**src/rtl/vend_pkg.sv**
```systemverilog
package vend_pkg;

  typedef enum logic [1:0] {
    ST_IDLE  = 2'd0,
    ST_PICK  = 2'd1,
    ST_ACCUM = 2'd2
  } vend_state_e;

  typedef enum logic [1:0] {
    ITEM_A = 2'd0,
    ITEM_B = 2'd1,
    ITEM_C = 2'd2
  } item_e;

  typedef enum logic [1:0] {
    CR_HOLD  = 2'd0,
    CR_CLEAR = 2'd1,
    CR_ADD   = 2'd2,
    CR_SUB   = 2'd3
  } credit_op_e;

  localparam int N_ITEMS = 3;

endpackage

```
**src/rtl/vend_rst_sync.sv**
```systemverilog
module vend_rst_sync #(
  parameter int STAGES = 2
) (
  input  logic clk,
  input  logic rst_n,
  output logic rst_sync_n
);

  logic [STAGES-1:0] sync_q;

  always_ff @(posedge clk or negedge rst_n) begin
    if (!rst_n) begin
      sync_q <= '0;
    end else begin
      sync_q <= {sync_q[STAGES-2:0], 1'b1};
    end
  end

  assign rst_sync_n = sync_q[STAGES-1];

endmodule

```
**src/rtl/vend_credit.sv**
```systemverilog
module vend_credit
  import vend_pkg::*;
#(
  parameter int CREDIT_W = 7
) (
  input  logic                clk,
  input  logic                rst_n,
  input  credit_op_e          op,
  input  logic [CREDIT_W-1:0] amount,
  output logic [CREDIT_W-1:0] credit
);

  localparam logic [CREDIT_W-1:0] CREDIT_MAX = {CREDIT_W{1'b1}};

  logic [CREDIT_W-1:0] credit_q;
  logic [CREDIT_W-1:0] credit_d;
  logic [CREDIT_W:0]   sum;
  logic                upd_en;

  assign sum    = {1'b0, credit_q} + {1'b0, amount};
  assign upd_en = (op != CR_HOLD);

  always_comb begin
    credit_d = credit_q;
    unique case (op)
      CR_CLEAR: credit_d = '0;
      CR_ADD:   credit_d = sum[CREDIT_W] ? CREDIT_MAX : sum[CREDIT_W-1:0];
      CR_SUB:   credit_d = credit_q - amount;
      default:  credit_d = credit_q;
    endcase
  end

  always_ff @(posedge clk or negedge rst_n) begin
    if (!rst_n) begin
      credit_q <= '0;
    end else if (upd_en) begin
      credit_q <= credit_d;
    end
  end

  assign credit = credit_q;

endmodule

```
**src/rtl/vend_fsm.sv**
```systemverilog
module vend_fsm
  import vend_pkg::*;
#(
  parameter int CREDIT_W   = 7,
  parameter int PRICE_A    = 10,
  parameter int PRICE_B    = 15,
  parameter int PRICE_C    = 16,
  parameter int COIN_BIG   = 10,
  parameter int COIN_MID   = 5,
  parameter int COIN_SMALL = 1
) (
  input  logic                clk,
  input  logic                rst_n,
  input  logic                sel_key,
  input  logic                coin_big,
  input  logic                coin_mid,
  input  logic                coin_small,
  input  logic [CREDIT_W-1:0] credit,
  output vend_state_e         state,
  output item_e               item,
  output logic [N_ITEMS-1:0]  dispense,
  output credit_op_e          op,
  output logic [CREDIT_W-1:0] amount
);

  localparam logic [CREDIT_W-1:0] P_A = CREDIT_W'(PRICE_A);
  localparam logic [CREDIT_W-1:0] P_B = CREDIT_W'(PRICE_B);
  localparam logic [CREDIT_W-1:0] P_C = CREDIT_W'(PRICE_C);
  localparam logic [CREDIT_W-1:0] C_BIG   = CREDIT_W'(COIN_BIG);
  localparam logic [CREDIT_W-1:0] C_MID   = CREDIT_W'(COIN_MID);
  localparam logic [CREDIT_W-1:0] C_SMALL = CREDIT_W'(COIN_SMALL);

  vend_state_e          state_q, state_d;
  item_e                item_q, item_d;
  logic [N_ITEMS-1:0]   disp_q, disp_d;
  logic [CREDIT_W-1:0]  coin_amt;
  logic                 coin_any;
  logic [CREDIT_W-1:0]  price;

  // coin priority: larger value wins
  always_comb begin
    coin_any = coin_big | coin_mid | coin_small;
    if (coin_big)      coin_amt = C_BIG;
    else if (coin_mid) coin_amt = C_MID;
    else if (coin_small) coin_amt = C_SMALL;
    else               coin_amt = '0;
  end

  always_comb begin
    unique case (item_q)
      ITEM_B:  price = P_B;
      ITEM_C:  price = P_C;
      default: price = P_A;
    endcase
  end

  // next-state process; select is tested before coins
  always_comb begin
    state_d = state_q;
    item_d  = item_q;
    disp_d  = '0;
    op      = CR_HOLD;
    amount  = '0;
    unique case (state_q)
      ST_IDLE: begin
        if (sel_key) begin
          state_d = ST_PICK;
          item_d  = ITEM_A;
          op      = CR_CLEAR;
        end
      end
      ST_PICK: begin
        if (sel_key) begin
          item_d = (item_q == ITEM_A) ? ITEM_B : ITEM_C;
        end else if (coin_any) begin
          state_d = ST_ACCUM;
          op      = CR_ADD;
          amount  = coin_amt;
        end
      end
      ST_ACCUM: begin
        if (sel_key) begin
          if (credit >= price) begin
            state_d = ST_IDLE;
            op      = CR_SUB;
            amount  = price;
            disp_d[item_q] = 1'b1;
          end
        end else if (coin_any) begin
          op     = CR_ADD;
          amount = coin_amt;
        end
      end
      default: state_d = ST_IDLE;
    endcase
  end

  always_ff @(posedge clk or negedge rst_n) begin
    if (!rst_n) begin
      state_q <= ST_IDLE;
      item_q  <= ITEM_A;
      disp_q  <= '0;
    end else begin
      state_q <= state_d;
      item_q  <= item_d;
      disp_q  <= disp_d;
    end
  end

  assign state    = state_q;
  assign item     = item_q;
  assign dispense = disp_q;

endmodule

```
**src/rtl/vend_digits.sv**
```systemverilog
module vend_digits #(
  parameter int VAL_W = 7,
  parameter int CAP   = 99
) (
  input  logic [VAL_W-1:0] value,
  output logic [3:0]       d_unit_hi,
  output logic [3:0]       d_unit_lo,
  output logic [3:0]       d_tenth
);

  localparam logic [VAL_W-1:0] CAP_V = VAL_W'(CAP);
  localparam logic [VAL_W-1:0] TEN   = VAL_W'(10);

  logic [VAL_W-1:0] capped;
  logic [VAL_W-1:0] units;

  always_comb begin
    capped    = (value > CAP_V) ? CAP_V : value;
    units     = capped / TEN;
    d_unit_hi = 4'(units / TEN);
    d_unit_lo = 4'(units % TEN);
    d_tenth   = 4'(capped % TEN);
  end

endmodule

```
**src/rtl/vend_ctrl.sv**
```systemverilog
module vend_ctrl
  import vend_pkg::*;
#(
  parameter int CREDIT_W   = 7,
  parameter int PRICE_A    = 10,
  parameter int PRICE_B    = 15,
  parameter int PRICE_C    = 16,
  parameter int COIN_BIG   = 10,
  parameter int COIN_MID   = 5,
  parameter int COIN_SMALL = 1,
  parameter int DISP_CAP   = 99,
  localparam int UNITS_W   = $clog2(((1 << CREDIT_W) - 1) / 10 + 1)
) (
  input  logic               clk,
  input  logic               rst_n,
  input  logic               sel_key,
  input  logic               coin_unit,
  input  logic               coin_half,
  input  logic               coin_tenth,
  output logic [2:0]         item_led,
  output logic [2:0]         dispense,
  output logic [3:0]         disp_unit_hi,
  output logic [3:0]         disp_unit_lo,
  output logic [3:0]         disp_tenth,
  output logic [UNITS_W-1:0] chg_units,
  output logic [3:0]         chg_tenths
);

  localparam logic [CREDIT_W-1:0] TEN = CREDIT_W'(10);

  logic                rst_sync_n;
  vend_state_e         state;
  item_e               item;
  credit_op_e          op;
  logic [CREDIT_W-1:0] amount;
  logic [CREDIT_W-1:0] credit;
  logic [CREDIT_W-1:0] chg_val;

  vend_rst_sync #(.STAGES(2)) u_rst_sync (
    .clk        (clk),
    .rst_n      (rst_n),
    .rst_sync_n (rst_sync_n)
  );

  vend_fsm #(
    .CREDIT_W   (CREDIT_W),
    .PRICE_A    (PRICE_A),
    .PRICE_B    (PRICE_B),
    .PRICE_C    (PRICE_C),
    .COIN_BIG   (COIN_BIG),
    .COIN_MID   (COIN_MID),
    .COIN_SMALL (COIN_SMALL)
  ) u_fsm (
    .clk        (clk),
    .rst_n      (rst_sync_n),
    .sel_key    (sel_key),
    .coin_big   (coin_unit),
    .coin_mid   (coin_half),
    .coin_small (coin_tenth),
    .credit     (credit),
    .state      (state),
    .item       (item),
    .dispense   (dispense),
    .op         (op),
    .amount     (amount)
  );

  vend_credit #(.CREDIT_W(CREDIT_W)) u_credit (
    .clk    (clk),
    .rst_n  (rst_sync_n),
    .op     (op),
    .amount (amount),
    .credit (credit)
  );

  vend_digits #(.VAL_W(CREDIT_W), .CAP(DISP_CAP)) u_digits (
    .value     (credit),
    .d_unit_hi (disp_unit_hi),
    .d_unit_lo (disp_unit_lo),
    .d_tenth   (disp_tenth)
  );

  // indicators lit only while an item is chosen
  generate
    for (genvar gi = 0; gi < N_ITEMS; gi++) begin : g_led
      assign item_led[gi] = (state != ST_IDLE) && (item == item_e'(gi));
    end
  endgenerate

  // change fields: the held credit while idle
  always_comb begin
    chg_val    = (state == ST_IDLE) ? credit : '0;
    chg_units  = UNITS_W'(chg_val / TEN);
    chg_tenths = 4'(chg_val % TEN);
  end

endmodule

```
**config.mk**
```make
export PLATFORM = sky130hd
export DESIGN_NAME = vend_ctrl
export DESIGN_NICKNAME = d
export VERILOG_FILES = /design/src/rtl/vend_pkg.sv /design/src/rtl/vend_rst_sync.sv /design/src/rtl/vend_credit.sv /design/src/rtl/vend_fsm.sv /design/src/rtl/vend_digits.sv /design/src/rtl/vend_ctrl.sv
export SDC_FILE = /design/constraint.sdc
export NUM_CORES = 1
export LEC_CHECK = 0
export BUFFER_PORTS_ARGS = -buffer_cell sky130_fd_sc_hd__buf_2
export CAP_MARGIN = 20
export CORE_AREA = 2 2 91 93
export CTS_CLUSTER_SIZE = 20
export DETAILED_ROUTE_END_ITERATION = 8
export DIE_AREA = 0 0 93 95
export PLACE_DENSITY = 0.49
export SLEW_MARGIN = 15
export SYNTH_ARGS = -nofsm -noshare
export SYNTH_HDL_FRONTEND = slang
export SYNTH_SLANG_ARGS = --single-unit
```
**constraint.sdc**
```tcl
create_clock -name clk -period 5.6 [get_ports clk]
set_input_delay 0.56 -clock clk [delete_from_list [all_inputs] [get_ports clk]]
set_output_delay 0.56 -clock clk [all_outputs]
set_load 0.005 [all_outputs]
```
==> results of run 1 <==
registers in the layout (all words and copies together), names as in the netlist:
signal / count
u_rst_sync.sync_q: 2
u_fsm.item: 2
u_credit.credit: 7
u_fsm.state: 2
u_fsm.dispense: 3
worst max-delay path by stage:
stage,start,end,slack (ns),cells past startpoint
after floorplan,u_credit.credit[5],disp_unit_lo[3],1.40,19
after global placement,u_credit.credit[5],disp_unit_lo[3],1.17,19
after detailed placement,u_credit.credit[5],disp_unit_lo[3],1.07,19
after CTS,u_credit.credit[5],disp_unit_lo[3],0.79,19
after global routing,u_credit.credit[6],disp_unit_lo[3],0.55,19
final,u_credit.credit[5],disp_unit_lo[3],0.80,19
per-layer routing:
| metal | track usage (%) | vias up | part of all wire, % |
|---|---|---|---|
| met5 | 0 | - | 0 |
| met2 | 27.96 | 40 | 46 |
| met1 | 22.96 | 1178 | 51 |
| met4 | 2.819 | 0 | 0.85 |
| met3 | 0.7981 | 6 | 2.0 |
| li1 | - | 1306 | - |
per-stage QoR:
stage / utilization (%) / cell area (um2) / hold slack [ns]
floorplan: - / 2664 / 0.1735
global placement: 35.97 / 2851 / 0.2909
detailed placement: 35.97 / 2851 / 0.3004
CTS: 36.66 / 2907 / 0.07493
global route: 36.66 / 2907 / 0.07527
finish: 36.66 / 2907 / 0.07849
worst max-delay path, delay by kind of cell, from the launching register on:
| family | cells | cell delay (ns) |
|---|---|---|
| AO/OA/AOI/OAI | 6 | 1.14 |
| adder cells (fa/ha/maj) | 4 | 1.09 |
| buffers and inverters | 6 | 0.65 |
| flip-flops | 1 | 0.37 |
| AND/OR/NAND/NOR | 3 | 0.72 |
placed cells by master, fill, tap and decap left out, types with 9 or more instances in the layout:
master	n
a21oi_1	23
buf_2	28
dfrtp_1	16
ha_1	26
inv_1	28
nand2_1	26
nand2b_1	11
nor2_1	28
nor3_1	9
o21ai_0	23
layout make-up:
| class | instances | area (um2) |
|---|---|---|
| Fill cell | 879 | 5021 |
| Multi-Input combinational cell | 285 | 2026 |
| Sequential cell | 16 | 400.4 |
| Timing Repair Buffer | 33 | 177.7 |
| Tap cell | 105 | 131.4 |
| Inverter | 31 | 116.4 |
| Clock buffer | 4 | 55.05 |
cell families after synthesis:
family / count (synthesis)
AO/OA/AOI/OAI: 128
XOR/XNOR: 7
adder cells (fa/ha/maj): 28
buffers and inverters: 48
flip-flops: 16
multiplexers: 4
other: 2
AND/OR/NAND/NOR: 114
==> results by group, run 1 <==
Worst setup path
  • Startpoint Class: flip-flop
  • Crit end category: output pin
  • Cell Chain, Critical Path: buf_4 -> inv_1 -> ha_1 -> o21ai_2 -> inv_2 -> o21ai_1 -> ha_1 -> nand2b_1 -> a2111o_1 -> o211a_2 -> and2_4 -> o21ai_4 -> inv_2 -> ha_1 -> inv_1 -> ha_1 -> or3_1 -> o221a_1 -> buf_2
  • Worst R2R Start: u_credit.credit[0]
  • Worst R2R Path Depth: 18
  • Peak per-stage delay on the critical path: 0.40 ns
  • RR Endpoint: u_credit.credit[6]
  • Crit path DAT: 4.24 ns
  • Crit path kind: flip-flop to output pin
  • Crit Path Max Fanout: 25
  • Most Frequent Cell on Critical Path: ha_1
  • Worst R2R Setup Slack: 1.52 ns
  • WP data required: 5.04 ns
  • Worst path slowest cell: ha_1

Floorplan
  • Initial Util: 33.51%
  • Area of the core: ~7900 um2
  • Chip Height: ~95 um
  • FP Rows: 33
  • DIE AREA: 8835 um2
  • Width of the die: 93 um
  • Ports: 32

Outcome
  • Status: completed

Synth
  • Synthesized area: 2656 um2
  • Multiplexer share of the synthesized area: 1.507%
  • Synth top area share: 15.07%
  • Synth Register Bits: 16
  • Adder-Cell Fraction of Synth Area: roughly 14%
  • Top cells by area, synth: dfrtp_1 (15%), ha_1 (12%), a21oi_1 (4.3%), o21ai_0 (4.3%), inv_1 (4.0%)
  • Number of synthesized flops with an enable pin: 0
  • Compound-gate portion of the synthesized area: between 30% and 40%
  • Post-synthesis simple-gate area fraction: between 20% and 30%
  • Cell taking the most area after synthesis: dfrtp_1
  • Asr flop ratio synth: 100.0%
  • Yosys warning total: 0
  • Main synth FF type: dfrtp_1
  • Largest family of logic cells by synthesized area: compound AO/OA/AOI/OAI gates
  • Synthesized instance count: 347
  • Syn Area/Cell: 7.655 um2
  • Post-synthesis xor/xnor area fraction: 2.308%
  • Sequential share of the synthesized area: 15.07%
  • Count of cell types in the netlist: slightly below 80
  • Post-synth top cells: inv_1 (28), nor2_1 (28), ha_1 (26), nand2_1 (26)

STA
  • Slew @ Worst Pin: 0.7528 ns
  • Hold Fails Final Rpt: 0
  • Final min period: 4.800 ns
  • TNS Setup: 0 ns
  • Setup violators final: 0
  • Final Max Slew Viols: 0
  • Setup Skew: 0.004936 ns
  • FMAX: 208.4 MHz
  • Max_slew headroom: about half
  • Final Cycle Share: roughly 86%
  • Unrepaired setup endpoints after global routing: false
  • Final WS setup: 0.8004 ns

Global route
  • Total track usage: between 10% and 20%
  • Vias in the first global route: ~2400
  • GR Overflow Total: 0
  • Initial antenna violation count: 0
  • Largest net degree at the start of global routing: 28
  • First-pass GRT wire length: 11.76 mm

Placement
  • PortBufs: 28
  • Final HPWL DP: 5.361 mm
  • Placer Congestion: 0.8346
  • Total placed cells including tap cells: 470
  • Place WS: 1.072 ns

Drt
  • Avg Vias per Cell: 5.338
  • Pre-antenna DRT Iters: 4
  • WL final: about 7 mm
  • DR vias: about 2500
  • Routed Antenna Nets: 0
  • DR DRC count: 0
  • DR WL/cell: 14.86 um
  • First DRT Iteration DRCs: 85

Layout
  • Final cell count without fillers: 474
  • Share of layout cells above drive strength 1: about 17%
  • Antenna Cells: 0
  • Final Net Count: about 400
  • Layout area overhead: 9.421%

Clock tree
  • Root Driver: clkbuf_8
  • Clock Pin Slew Worst Setup and Hold Paths: 0.07 ns
  • Post-CTS Setup Bufs: 0
  • Post-cts sizing count: 0
  • Clock Tree Buf Depth: 2
  • H-tree depth: 1
  • Num CTS Buffers: 3
  • CTS tree: done
  • Clk_lat worst skew: 0.25 ns
  • # hold bufs at CTS: 0
  • CTS sink cnt: 16

Run
  • Max-cap violations: 0

Hold path
  • Worst min path class: input port to async pin
Power of run 1 is not shown: default switching activity piles up to over one toggle a cycle in this logic, so the estimate is an artifact.
==> inputs of run 2 (changes only) <==
--- a/config.mk
+++ b/config.mk
@@ -7,10 +7,10 @@
 export LEC_CHECK = 0
 export BUFFER_PORTS_ARGS = -buffer_cell sky130_fd_sc_hd__buf_2
 export CAP_MARGIN = 20
-export CORE_AREA = 2 2 91 93
+export CORE_AREA = 3 3 92 94
 export CTS_CLUSTER_SIZE = 20
 export DETAILED_ROUTE_END_ITERATION = 8
-export DIE_AREA = 0 0 93 95
+export DIE_AREA = 0 0 95 97
 export PLACE_DENSITY = 0.49
 export SLEW_MARGIN = 15
 export SYNTH_ARGS = -nofsm -noshare
==> results by group, run 2 (synthesized netlist as in run 1, its figures left out) <==
Outcome
  • Status: completed (unchanged)

STA
  • Setup Skew: 0.002150 ns (was 0.004936 ns)
  • Hold Fails Final Rpt: 0 (unchanged)
  • Final min period: 4.812 ns (was 4.800 ns)
  • Setup violators final: 0 (unchanged)
  • Final Max Slew Viols: 0 (unchanged)
  • Max_slew headroom: 44.79% (was 49.42%)
  • Unrepaired setup endpoints after global routing: false (unchanged)
  • Slew @ Worst Pin: 0.8218 ns (was 0.7528 ns)
  • TNS Setup: 0 ns (unchanged)
  • Final Cycle Share: 85.93% (was 85.71%)
  • FMAX: 207.8 MHz (was 208.4 MHz)

Hold path
  • Worst min path class: input port to async pin (unchanged)

Clock tree
  • Clk_lat worst skew: 0.26 ns (was 0.25 ns)
  • Clock Pin Slew Worst Setup and Hold Paths: 0.07 ns (about the same)
  • CTS tree: done (unchanged)
  • Clock Tree Buf Depth: 2 (unchanged)
  • Root Driver: clkbuf_8 (unchanged)
  • Num CTS Buffers: 3 (unchanged)
  • CTS sink cnt: 16 (unchanged)
  • H-tree depth: 1 (unchanged)
  • # hold bufs at CTS: 0 (unchanged)
  • Post-CTS Setup Bufs: 0 (unchanged)
  • Post-cts sizing count: 0 (unchanged)

Layout
  • Filler cell count: 817 (was 879)
  • Max reg flops: 7 (unchanged)
  • Share of layout cells above drive strength 1: 17.34% (unchanged)
  • Antenna Cells: 0 (unchanged)
  • Final cell count without fillers: 471 (was 474)
  • Final Core Density: 37.56% (was 36.66%)
  • Commonest cells after routing, fill and taps aside: inv_1 (28), nor2_1 (28), buf_2 (28), nand2_1 (26), ha_1 (26) (unchanged)
  • Final Net Count: 404 (unchanged)
  • Layout area overhead: 9.279% (was 9.421%)

Worst setup path
  • RR Endpoint: u_credit.credit[6] (unchanged)
  • Worst R2R Path Depth: 18 (unchanged)
  • Startpoint Class: flip-flop (unchanged)
  • Crit end category: output pin (unchanged)
  • WP data required: 5.04 ns (about the same)
  • Crit path kind: flip-flop to output pin (unchanged)
  • Crit path DAT: 4.25 ns (was 4.24 ns)
  • Crit Path Max Fanout: 25 (unchanged)
  • Worst R2R Setup Slack: 1.52 ns (about the same)
  • Worst R2R Start: u_credit.credit[0] (unchanged)

Run
  • Max-cap violations: 0 (unchanged)

Placement
  • Total placed cells including tap cells: 467 (was 470)
  • Final HPWL DP: 5.638 mm (was 5.361 mm)
  • PortBufs: 28 (unchanged)
  • Placer Congestion: 0.8645 (was 0.8346)

Global route
  • First-pass GRT wire length: 12.30 mm (was 11.76 mm)
  • Initial antenna violation count: 0 (unchanged)
  • Vias in the first global route: 2499 (was 2414)
  • Total track usage: 16.09% (was 16.28%)
  • Largest net degree at the start of global routing: 28 (unchanged)
  • GR Overflow Total: 0 (unchanged)

Drt
  • Routed Antenna Nets: 0 (unchanged)
  • First DRT Iteration DRCs: 96 (was 85)
  • DR vias: 2654 (was 2530)
  • DR DRC count: 0 (unchanged)
  • Avg Vias per Cell: 5.635 (was 5.338)
  • Pre-antenna DRT Iters: 4 (unchanged)
  • WL final: 7.389 mm (was 7.045 mm)
  • DR WL/cell: 15.69 um (was 14.86 um)

Floorplan
  • DIE AREA: 9215 um2 (was 8835 um2)
  • Chip Height: 97 um (was 95 um)
  • Ports: 32 (unchanged)
  • FP Rows: 32 (was 33)
  • Width of the die: 95 um (was 93 um)
  • Initial Util: 34.38% (was 33.51%)
  • Area of the core: 7727 um2 (was 7928 um2)
[run 2: cell counts in the layout (fill, tap and decap cells not counted)]
No cell type changed its count.
[run 2: final cells by class]
cell class	count	area [um2]	area share [%]
Clock buffer	4	55.05	1.897
Inverter	31	116.4	4.009
Multi-Input combinational cell	285	2026	69.78
Sequential cell	16	400.4	13.79
Tap cell	102	127.6	4.397
Timing Repair Buffer	33	177.7	6.121
[run 2: worst max path at each step]
stage                  startpoint              end  slack (ns)  cells after the start
2_1_floorplan  u_credit.credit[5]  disp_unit_lo[3]        1.40                     19
3_3_place_gp   u_credit.credit[5]  disp_unit_lo[3]        1.18                     19
3_5_place_dp   u_credit.credit[5]  disp_unit_lo[3]        1.08                     19
4_1_cts        u_credit.credit[5]  disp_unit_lo[3]        0.81                     19
5_1_grt        u_credit.credit[5]  disp_unit_lo[3]        0.51                     19
6_report       u_credit.credit[5]  disp_unit_lo[3]        0.79                     19
[run 2: worst max-delay path: stages (launching register included)]
cell      delay (ns)
dfrtp_1         0.37
buf_4           0.22
inv_1           0.14
ha_1            0.40
o21ai_2         0.12
inv_2           0.08
o21ai_1         0.10
ha_1            0.29
nand2b_1        0.17
a2111o_1        0.38
o211a_2         0.18
and2_4          0.17
o21ai_4         0.16
inv_2           0.05
ha_1            0.17
inv_1           0.05
ha_1            0.23
or3_1           0.37
o221a_1         0.21
buf_2           0.12
[run 2: through the flow]
stage / setup WS (ns) / instance area, um2 / hold WS, ns
after floorplan: 1.396 / 2664 / 0.1735
final: 0.7881 / 2903 / 0.06950
after global routing: 0.5118 / 2903 / 0.06685
after CTS: 0.8090 / 2903 / 0.07538
after global placement: 1.180 / 2848 / 0.2986
after detailed placement: 1.082 / 2848 / 0.2941
[run 2: routing by layer]
layer  up-vias  GRT usage, %  wire length, um
met5         -             0                0
met3        13         1.011              267
met2        75         26.30             3454
met1      1260         22.71             3539
met4         0         4.329              128
li1       1306             -                -
Power of run 2 is left out for the same reason.
